===== config.mk =====
export PLATFORM = sky130hd
export DESIGN_NAME = bus_cycle_watchdog
export DESIGN_NICKNAME = d
export VERILOG_FILES = /design/src/rtl/bcw_pkg.sv /design/src/rtl/strobe_sync.sv /design/src/rtl/cycle_counter.sv /design/src/rtl/od_line_driver.sv /design/src/rtl/bus_cycle_watchdog.sv
export SDC_FILE = /design/constraint.sdc
export NUM_CORES = 1
export LEC_CHECK = 0
export ABC_AREA = 1
export BUFFER_PORTS_ARGS = -buffer_cell sky130_fd_sc_hd__buf_4
export CORE_MARGIN = 1
export CORE_UTILIZATION = 42
export DETAILED_ROUTE_END_ITERATION = 12
export GPL_TIMING_DRIVEN = 0
export PLACE_DENSITY = 0.69
export SKIP_CTS_REPAIR_TIMING = 1
export SYNTH_ARGS = -nofsm -noshare
export SYNTH_HDL_FRONTEND = slang
export SYNTH_HIERARCHICAL = 1
export SYNTH_SLANG_ARGS = --single-unit
export TNS_END_PERCENT = 20

===== constraint.sdc =====
create_clock -name clk -period 1.3 [get_ports clk]
set_clock_uncertainty 0.05 [all_clocks]
set_input_delay 0 -clock clk [delete_from_list [all_inputs] [get_ports clk]]
set_output_delay 0 -clock clk [all_outputs]
set_load 0.005 [all_outputs]

===== src/rtl/bcw_pkg.sv =====
// Package: shared constants for the bus cycle timeout watchdog.
// Assumes exactly two open-drain lines, indexed by line_e.
package bcw_pkg;
    localparam int unsigned NUM_LINES = 2;

    typedef enum logic {
        LN_BUSERR = 1'b0,
        LN_TMO    = 1'b1
    } line_e;
endpackage


===== src/rtl/strobe_sync.sv =====
// Module: strobe_sync
// Brings the asynchronous active-low strobe into the clock domain through
// STAGES flip-flops and reports an active-high "cycle in progress" flag.
// Assumes STAGES >= 2. The flops reset to the idle (high) level.
module strobe_sync #(
    parameter int unsigned STAGES = 2
) (
    input  logic clk,
    input  logic rst_n,
    input  logic async_n,
    output logic active
);
    logic [STAGES-1:0] chain;

    // Purpose: shift the raw strobe through the synchroniser chain.
    always_ff @(posedge clk) begin
        if (!rst_n) begin
            chain <= '1;
        end else begin
            chain <= {chain[STAGES-2:0], async_n};
        end
    end

    assign active = ~chain[STAGES-1];
endmodule


===== src/rtl/cycle_counter.sv =====
// Module: cycle_counter
// Counts clocks while run is high, clears while run is low, and saturates
// at LIMIT. Assumes CNT_W is wide enough to hold LIMIT.
module cycle_counter #(
    parameter int unsigned LIMIT = 400000,
    parameter int unsigned CNT_W = 19
) (
    input  logic             clk,
    input  logic             rst_n,
    input  logic             run,
    output logic [CNT_W-1:0] count,
    output logic             expired
);
    localparam logic [CNT_W-1:0] LIM_C = CNT_W'(LIMIT);

    // Purpose: clear when idle, count up while running, stop at the limit.
    always_ff @(posedge clk) begin
        if (!rst_n) begin
            count <= '0;
        end else if (!run) begin
            count <= '0;
        end else if (count != LIM_C) begin
            count <= count + 1'b1;
        end
    end

    assign expired = (count == LIM_C);
endmodule


===== src/rtl/od_line_driver.sv =====
// Module: od_line_driver
// Drives a set of open-drain lines as enable/value pairs. A line is enabled
// only while the timer has expired AND the raw strobe is still low, which
// gives release without waiting for a clock edge. The drive value is always 0.
module od_line_driver #(
    parameter int unsigned N = 2
) (
    input  logic         expired,
    input  logic         strobe_n,
    output logic [N-1:0] oe,
    output logic [N-1:0] drv
);
    logic pull;

    // Purpose: combine the expiry flag with the raw strobe.
    always_comb begin
        pull = expired & ~strobe_n;
    end

    for (genvar i = 0; i < N; i++) begin : g_line
        assign oe[i]  = pull;
        assign drv[i] = 1'b0;
    end
endmodule


===== src/rtl/bus_cycle_watchdog.sv =====
// Module: bus_cycle_watchdog (top)
// Flags bus cycles whose address strobe stays low for LIMIT clocks after
// synchronisation by pulling the bus-error and timeout lines low. Assumes the
// board pulls both lines up and that other agents may also drive them.
module bus_cycle_watchdog
    import bcw_pkg::*;
#(
    parameter int unsigned LIMIT       = 400000,
    parameter int unsigned SYNC_STAGES = 2
) (
    input  logic clk,
    input  logic rst_n,
    input  logic strobe_n,
    output logic berr_oe,
    output logic berr_drv,
    output logic tmo_oe,
    output logic tmo_drv
);
    localparam int unsigned CNT_W = $clog2(LIMIT + 1);

    logic                 cyc_active;
    logic [CNT_W-1:0]     cnt;
    logic                 expired;
    logic [NUM_LINES-1:0] line_oe;
    logic [NUM_LINES-1:0] line_drv;

    strobe_sync #(.STAGES(SYNC_STAGES)) u_sync (
        .clk     (clk),
        .rst_n   (rst_n),
        .async_n (strobe_n),
        .active  (cyc_active)
    );

    cycle_counter #(.LIMIT(LIMIT), .CNT_W(CNT_W)) u_cnt (
        .clk     (clk),
        .rst_n   (rst_n),
        .run     (cyc_active),
        .count   (cnt),
        .expired (expired)
    );

    od_line_driver #(.N(NUM_LINES)) u_drv (
        .expired  (expired),
        .strobe_n (strobe_n),
        .oe       (line_oe),
        .drv      (line_drv)
    );

    assign berr_oe  = line_oe[LN_BUSERR];
    assign berr_drv = line_drv[LN_BUSERR];
    assign tmo_oe   = line_oe[LN_TMO];
    assign tmo_drv  = line_drv[LN_TMO];
endmodule


-- Yosys cells after proc, flatten, opt, wreduce, memory -nomap -nowiden
Cells that the tools add are included.
- bitwise gates (word level): 3
- reduce and logical (&&, ||, !) cells: 1
- add/sub/neg operators: 1
- eq/ne operators: 2
- operator list (kind ; count):
    19-bit by 1-bit adder with 19-bit output (second input constant) ; 1
    19-bit == test (second input constant) ; 1
    19-bit inequality test (second input constant) ; 1
    1-bit NOT ; 2
    2-bit OR reduction ; 1
    1-bit bitwise AND ; 1
- register bits after elaboration: 21
- input bits: 3
- output and inout port bits: 4

-- Logic depth before layout (Yosys ltp)
Gate-level depths: netlist of run 1.
- depth in word-level cells: 2
- depth in mapped cells: 8

-- Modules after synthesis
Netlist of run 1, hierarchy kept.
- modules (own cells, without submodules) (module ; times used ; cells an instance ; area an instance (µm²) ; sequential area each (µm²)):
    cycle_counter ; 1 ; 166 ; 1086.0 ; 380.4
    strobe_sync ; 1 ; 7 ; 58.8 ; 40.0
    od_line_driver ; 1 ; 7 ; 43.8 ; 0.0

-- Worst setup path before layout of run 1
OpenSTA, ideal clock, no wires.
- path type: register -> register
- from: register u_cnt.count[0]
- to: register u_cnt.count[14]
- required time: 1137 ps
- arrival time: 1129 ps
- slack: 8 ps
- stages on the path, launching flop included: 9
- cell sequence: dfxtp_1 ha_1 nand3_2 nor2_4 nand2_4 nor2_2 nand2_1 nand2_1 nor2_1
- longest elaborated chain between the ends: 1
- elaborated cells on any way between the ends: 2
- classes of those cells: add/sub: 1; eq/ne: 1
- RTL lines (what ; RTL line ; RTL):
    from (decl) ; cycle_counter.sv:11 ; output logic [CNT_W-1:0] count,
    from (signal assigned) ; cycle_counter.sv:23 ; count <= count + 1'b1;
    19-bit by 1-bit adder with 19-bit output or 19-bit inequality test (tied branches) ; cycle_counter.sv:23, cycle_counter.sv:22 ;
Parallel ways exist; a longest one is shown, timed or not.
A chain may end at the register's enable or synchronous reset.

-- Worst setup path after layout of run 1
- from: register u_cnt.count[1]
- to: output port tmo_oe
- longest elaborated chain between the ends: 2
- RTL lines (what ; RTL line ; RTL):
    19-bit == test ; cycle_counter.sv:27 ; assign expired = (count == LIM_C);
    named net expired ; bus_cycle_watchdog.sv:23 ; logic expired;
    1-bit bitwise AND ; od_line_driver.sv:17 ; pull = expired & ~strobe_n;
    to (decl) ; bus_cycle_watchdog.sv:16 ; output logic tmo_oe,
The timed path passes the listed nets, and every way through them passes these cells.

==> summary.txt, run 1 <==
Run status
  • Status: complete, but fails checks
  • Failing checks: negative setup slack

Yosys
  • Top FF cell, synth: dfxtp_1
  • Syn Area/Cell: ~6.6 um2
  • Count of cell types in the netlist: 28
  • Sequential share of the synthesized area: 0.3537
  • Synthesized area: ~0.0012 mm2
  • Synth Area in Simple Gates: 0.3989
  • Commonest cells in the synthesized netlist: 37 x nand2_1, 27 x nor2_1, 22 x inv_1
  • Async SR Flop Fraction: 0
  • EDFF count, synth: 0
  • Top cells by area, synth: dfxtp_1 35%, nand2_1 12%, nor2_1 8.5%, inv_1 6.9%, a21oi_1 5.9%
  • Synth Register Bits: 21
  • Most numerous cell in the Yosys netlist: nand2_1
  • YS warnings: 6
  • Syn Inst Count: 180
  • Share of the synthesized area in the top cell type: 0.3537
  • Mux contribution to synthesized area: 0
  • Largest family of logic cells by synthesized area: simple AND/OR/NAND/NOR gates
  • Post-synthesis adder-cell area fraction: 0.02105
  • Yosys top cell by area: dfxtp_1
  • Xor/xnor share of the synthesized area: 0.007368
  • Area fraction in compound gates after synthesis: 0.1074

Routing
  • Post-Route WL: around 3000 um
  • Vias per cell: 5.374
  • Number of remaining DRC errors: 0
  • Final ANT Viol Nets: 0
  • DR WL/cell: about 13 um
  • Initial DRT Pass Iterations: 4
  • First DRT Iteration DRCs: 60
  • Vias: ~1200

Placement
  • Cells after DPL: between 200 and 250
  • Port Buffers: 4
  • DP HPWL: approximately 1900 um
  • Placed Instance Area: 0.001260 mm2
  • Global placer's final weighted congestion: around 0.85

Floorplanning
  • I/O Pins: 7
  • Initial Utilization: 0.4630
  • Row count: 18
  • Die footprint: 0.003047 mm2
  • Die width: ~55 um
  • Core ar.: ~0.0026 mm2
  • Die H: roughly 55 um

Timing
  • Final setup margin: -0.3246 ns
  • Max Clk Rate: about 620 MHz
  • Fin. max-slew vios: 0
  • Setup violations, final: 13
  • Final Hold Fails: 0
  • Unrepaired setup endpoints after global routing: yes
  • Min Hold Slack: 0.3630 ns
  • Min Tclk post-route: between 1.5 and 2 ns
  • Period utilization: 1.250

Global route
  • Total grt overflow: 0
  • Initial antenna violation count: 0
  • Vias in the first global route: 1057
  • Global-route wire length before repair: between 4000 and 5000 um
  • Gr usage total: 0.1738
  • Largest net degree at the start of global routing: 12

Power
  • Comb pwr share: 0.042
  • Sequential share of power: 0.631
  • Switching Share: 0.2309
  • Pwr/cell area: 680.0 mW/mm2
  • Clock Power Share: 0.327
  • Switching power: between 0.2 and 0.25 mW
  • Leak: about 0.56 nW
  • Worst VDD drop: roughly 0.00073 V
  • Power Internal: roughly 0.78 mW

Critical path
  • Worst EP required: ~1.3 ns
  • Crit path DAT: roughly 1.6 ns
  • Max Fanout on Critical Path: 3
  • CP endpoint kind: primary output
  • WS Path Type: register to primary output
  • Startpoint Class: register

CTS
  • Num CTS Buffers: 3
  • Clk sink count: 21
  • H-tree depth: 1
  • CTS tree: done
  • Skew-Pair Late Insertion Delay: approximately 0.31 ns
  • Clock Path Buffers: 2
  • Clk root buf: clkbuf_4
  • Worst-path clk slew: 0.12 ns

Cells and area
  • Fin cells: 230
  • Final Util: 0.5794
  • Design area: 0.001488 mm2
  • Layout cells sized above 1: 0.3450
  • # nets final: about 210
  • Syn-to-layout area delta: 25.16%
  • Antenna cells: 0

Worst hold path
  • Hold Path Class: primary input to register

Flow run
  • Count of maximum capacitance violations: 0
==> logic make-up (layout without fill, tap and decap cells) <==
logic type / count (synthesis) / after routing
adder cells (fa/ha/maj): 2 / 2
other: 1 / 2
XOR/XNOR: 1 / 1
AND/OR/NAND/NOR: 100 / 100
buffers and inverters: 30 / 49
flip-flops: 21 / 21
AO/OA/AOI/OAI: 25 / 25
==> sequential cells by signal (all words and copies together) (netlist names) <==
| register | count |
|---|---|
| u_cnt/count | 19 |
| u_sync/chain | 2 |
==> metal layers <==
| layer | wire (um) | up-vias | track usage |
|---|---|---|---|
| met2 | 1457 | 43 | 0.2909 |
| met3 | 153 | 11 | 0.03044 |
| met1 | 1257 | 572 | 0.2159 |
| li1 | - | 610 | - |
| met4 | 106 | 0 | 0.08214 |
| met5 | 0 | - | 0 |
==> cells in the final DEF, fill, tap and decap left out, drive strengths merged <==
cell	instances
nand2	39
nor2	34
inv	25
dfxtp	21
buf	17
a21oi	14
nand3	13
o21ai	10
nand4	5
clkbuf	5
nand3b	3
nor3	3
dlygate4sd3	2
conb	2
and2	2
ha	2
and3	1
o21a	1
xor2	1
==> worst max-delay path, cell delays in order, from the launching register on <==
cell and delay, ns:
dfxtp_2 0.36, inv_2 0.09, ha_4 0.15, nand3_2 0.10
inv_2 0.07, and3_4 0.16, inv_2 0.04, nor2_4 0.09
buf_4 0.10, buf_4 0.09
==> cell type report <==
| cell class | instances | area (um2) |
|---|---|---|
| inverter | 25 | 93.84 |
| sequential | 21 | 451.7 |
| multi-input combinational | 130 | 723.2 |
| fill | 229 | 1080 |
| clock buffer | 4 | 26.28 |
| buffer | 5 | 37.54 |
| timing repair buffer | 15 | 117.6 |
| tap | 30 | 37.54 |
==> power by group through the flow <==
stage               logic, mW  registers, mW  clock network [mW]
detailed placement     0.0279          0.663                   0
global route           0.0465          0.639               0.361
global placement       0.0271          0.663                   0
CTS                    0.0280          0.649               0.331
floorplan              0.0181          0.663                   0
finish                 0.0423          0.638               0.331
==> path summary, 6_finish.rpt <==
check | slack [ns] | end | start | depth (start not counted)
setup / recovery | -0.32 | tmo_oe | u_cnt/count[1] | 9
hold reg to reg | 0.37 | u_sync/chain[1] | u_sync/chain[0] | 2
setup reg to reg | -0.20 | u_cnt/count[14] | u_cnt/count[0] | 9
hold / removal | 0.36 | u_sync/chain[0] | rst_n | 3
==> metrics by stage <==
stage	power, mW	setup WS (ns)	setup TNS (ns)
after CTS	1.008	-0.4387	-1.620
final	1.012	-0.3246	-1.629
after detailed placement	0.6914	-0.1366	-0.7337
after global placement	0.6903	-0.09642	-0.3981
after global routing	1.047	-0.3990	-2.918
after floorplan	0.6811	0.007860	0
(Power assumes the default switching activity.)
==> inputs of run 2 (changes only) <==
--- a/config.mk
+++ b/config.mk
@@ -7,10 +7,9 @@
 export LEC_CHECK = 0
 export ABC_AREA = 1
 export BUFFER_PORTS_ARGS = -buffer_cell sky130_fd_sc_hd__buf_4
-export CORE_MARGIN = 1
+export CORE_MARGIN = 5
 export CORE_UTILIZATION = 42
 export DETAILED_ROUTE_END_ITERATION = 12
-export GPL_TIMING_DRIVEN = 0
 export PLACE_DENSITY = 0.69
 export SKIP_CTS_REPAIR_TIMING = 1
 export SYNTH_ARGS = -nofsm -noshare
==> summary.txt, run 2 (synthesis gave the netlist of run 1 again) <==
Placement
  • Cells after DPL: between 200 and 250
  • Global placer's final weighted congestion: 0.8555
  • Port Buffers: 4
  • Pre-CTS worst setup slack: -0.06574 ns
  • DP HPWL: 1932 um

Global route
  • Vias in the first global route: 1011
  • Total grt overflow: 0
  • Gr usage total: 0.1289
  • Global-route wire length before repair: 4271 um
  • Initial antenna violation count: 0
  • Largest net degree at the start of global routing: 13

Critical path
  • Max Fanout on Critical Path: 4
  • Largest stage delay, worst path: slightly below 0.4 ns
  • Worst EP required: 1.25 ns
  • Crit path DAT: 1.45 ns
  • CP Buf/Inv Count: 4
  • WS Path Type: register to primary output
  • Worst path most repeated cell: inv_2
  • Startpoint Class: register
  • CP max-delay cell: dfxtp_4
  • CP delay by family, top: flip-flops
  • CP Cell Sequence: inv_4 -> ha_4 -> nand3_4 -> inv_2 -> and3_4 -> inv_2 -> nor2_4 -> buf_4
  • CP endpoint kind: primary output

Cells and area
  • Commonest non-fill, non-tap cell in the layout: nand2_1
  • Final Util: 0.5492
  • Most flop-heavy register: u_cnt/count
  • Most frequent cells in the layout: 34 x nand2_1, 21 x nor2_1, 19 x inv_1
  • Largest register FFs: 19
  • Largest regs: u_cnt/count x19, u_sync/chain x2
  • # nets final: between 200 and 250
  • Syn-to-layout area delta: 26.32%
  • Antenna cells: 0
  • Multi-input gate area: between 700 and 800 um2
  • Register area: roughly 450 um2
  • FILL cells: 227
  • Layout cells sized above 1: 0.3436
  • Fin cells: about 230

Timing
  • Period utilization: 1.156
  • Max Clk Rate: approximately 670 MHz
  • Unrepaired setup endpoints after global routing: yes
  • Fin. max-slew vios: 0
  • Min Tclk post-route: about 1.5 ns
  • Final setup margin: -0.2033 ns
  • Final Hold Fails: 0
  • Setup violations, final: 6

CTS
  • Clock Path Buffers: 2
  • H-tree depth: 1
  • Num CTS Buffers: 3
  • Clk root buf: clkbuf_4
  • CTS tree: done
  • Skew-Pair Late Insertion Delay: approximately 0.3 ns
  • Worst-path clk slew: between 0.1 and 0.15 ns
  • Clk sink count: 21

Floorplanning
  • Die H: between 60 and 70 um
  • Die footprint: between 0.003 and 0.004 mm2
  • Die width: 63.20 um
  • I/O Pins: 7
  • Initial Utilization: 0.4348
  • Core ar.: between 0.002 and 0.003 mm2
  • Row count: 19

Run status
  • Failing checks: negative setup slack
  • Status: complete, but fails checks

Routing
  • DR WL/cell: about 13 um
  • Vias: around 1200
  • First DRT Iteration DRCs: 70
  • Initial DRT Pass Iterations: 6
  • Post-Route WL: 2971 um
  • Vias per cell: approximately 5.4
  • Final ANT Viol Nets: 0
  • Number of remaining DRC errors: 0

Power
  • Worst VDD drop: around 0.00067 V
  • Pwr Total: roughly 0.99 mW
  • Pwr/cell area: about 660 mW/mm2
  • Leak: about 0.55 nW

Worst hold path
  • Hold Path Class: primary input to register

Flow run
  • Count of maximum capacitance violations: 0
-- run 2: cell count changes in the layout (fill, tap and decap cells not counted), sizes merged --
cell,before,now
clkinv,0,1
clkbuf,5,3
buf,17,13
-- run 2: metrics by stage --
stage	TNS (ns)	hold WS, ns	instance area [um2]
floorplan	0	0.01865	1192
global placement	-0.008004	0.1349	1264
detailed placement	-0.1308	0.1418	1264
CTS	-0.9159	-0.1919	1291
global route	-1.749	0.3886	1501
finish	-0.5975	0.3677	1501
-- run 2: tightest hold or removal path: cells and delay by family --
| family | cells | cell delay, ns |
|---|---|---|
| buffers and inverters | 2 | 0.64 |
| and+or+nand+nor | 1 | 0.04 |
-- run 2: layer usage --
| layer | GRT usage | up-vias | routed length, um |
|---|---|---|---|
| li1 | - | 604 | - |
| met1 | 0.1677 | 553 | 1198 |
| met2 | 0.2115 | 48 | 1497 |
| met3 | 0.02309 | 19 | 112 |
| met4 | 0.04675 | 0 | 163 |
| met5 | 0 | - | 0 |
-- run 2: cell type report --
type	count	share of cell area
Clock buffer	3	0.01500
Clock inverter	1	0.003333
Inverter	25	0.06583
Multi-Input combinational cell	130	0.5058
Sequential cell	21	0.2983
Tap cell	31	0.02583
Timing Repair Buffer	15	0.08583
-- run 2: path summary, 6_finish.rpt --
kind | endpoint | slack (ns) | cells past startpoint | from
worst max-delay path | tmo_oe | -0.20 | 8 | u_cnt/count[0]
worst min register to register | u_sync/chain[1] | 0.37 | 2 | u_sync/chain[0]
worst max register to register | u_cnt/count[14] | -0.10 | 9 | u_cnt/count[0]
worst min-delay path | u_sync/chain[1] | 0.37 | 3 | rst_n
-- run 2: power breakdown --
group          leakage [nW]  switching, mW  internal, mW
Combinational         0.350         0.0196        0.0182
Clock                0.0177          0.198         0.115
Sequential            0.179        0.00235         0.641
Total                 0.547          0.220         0.774
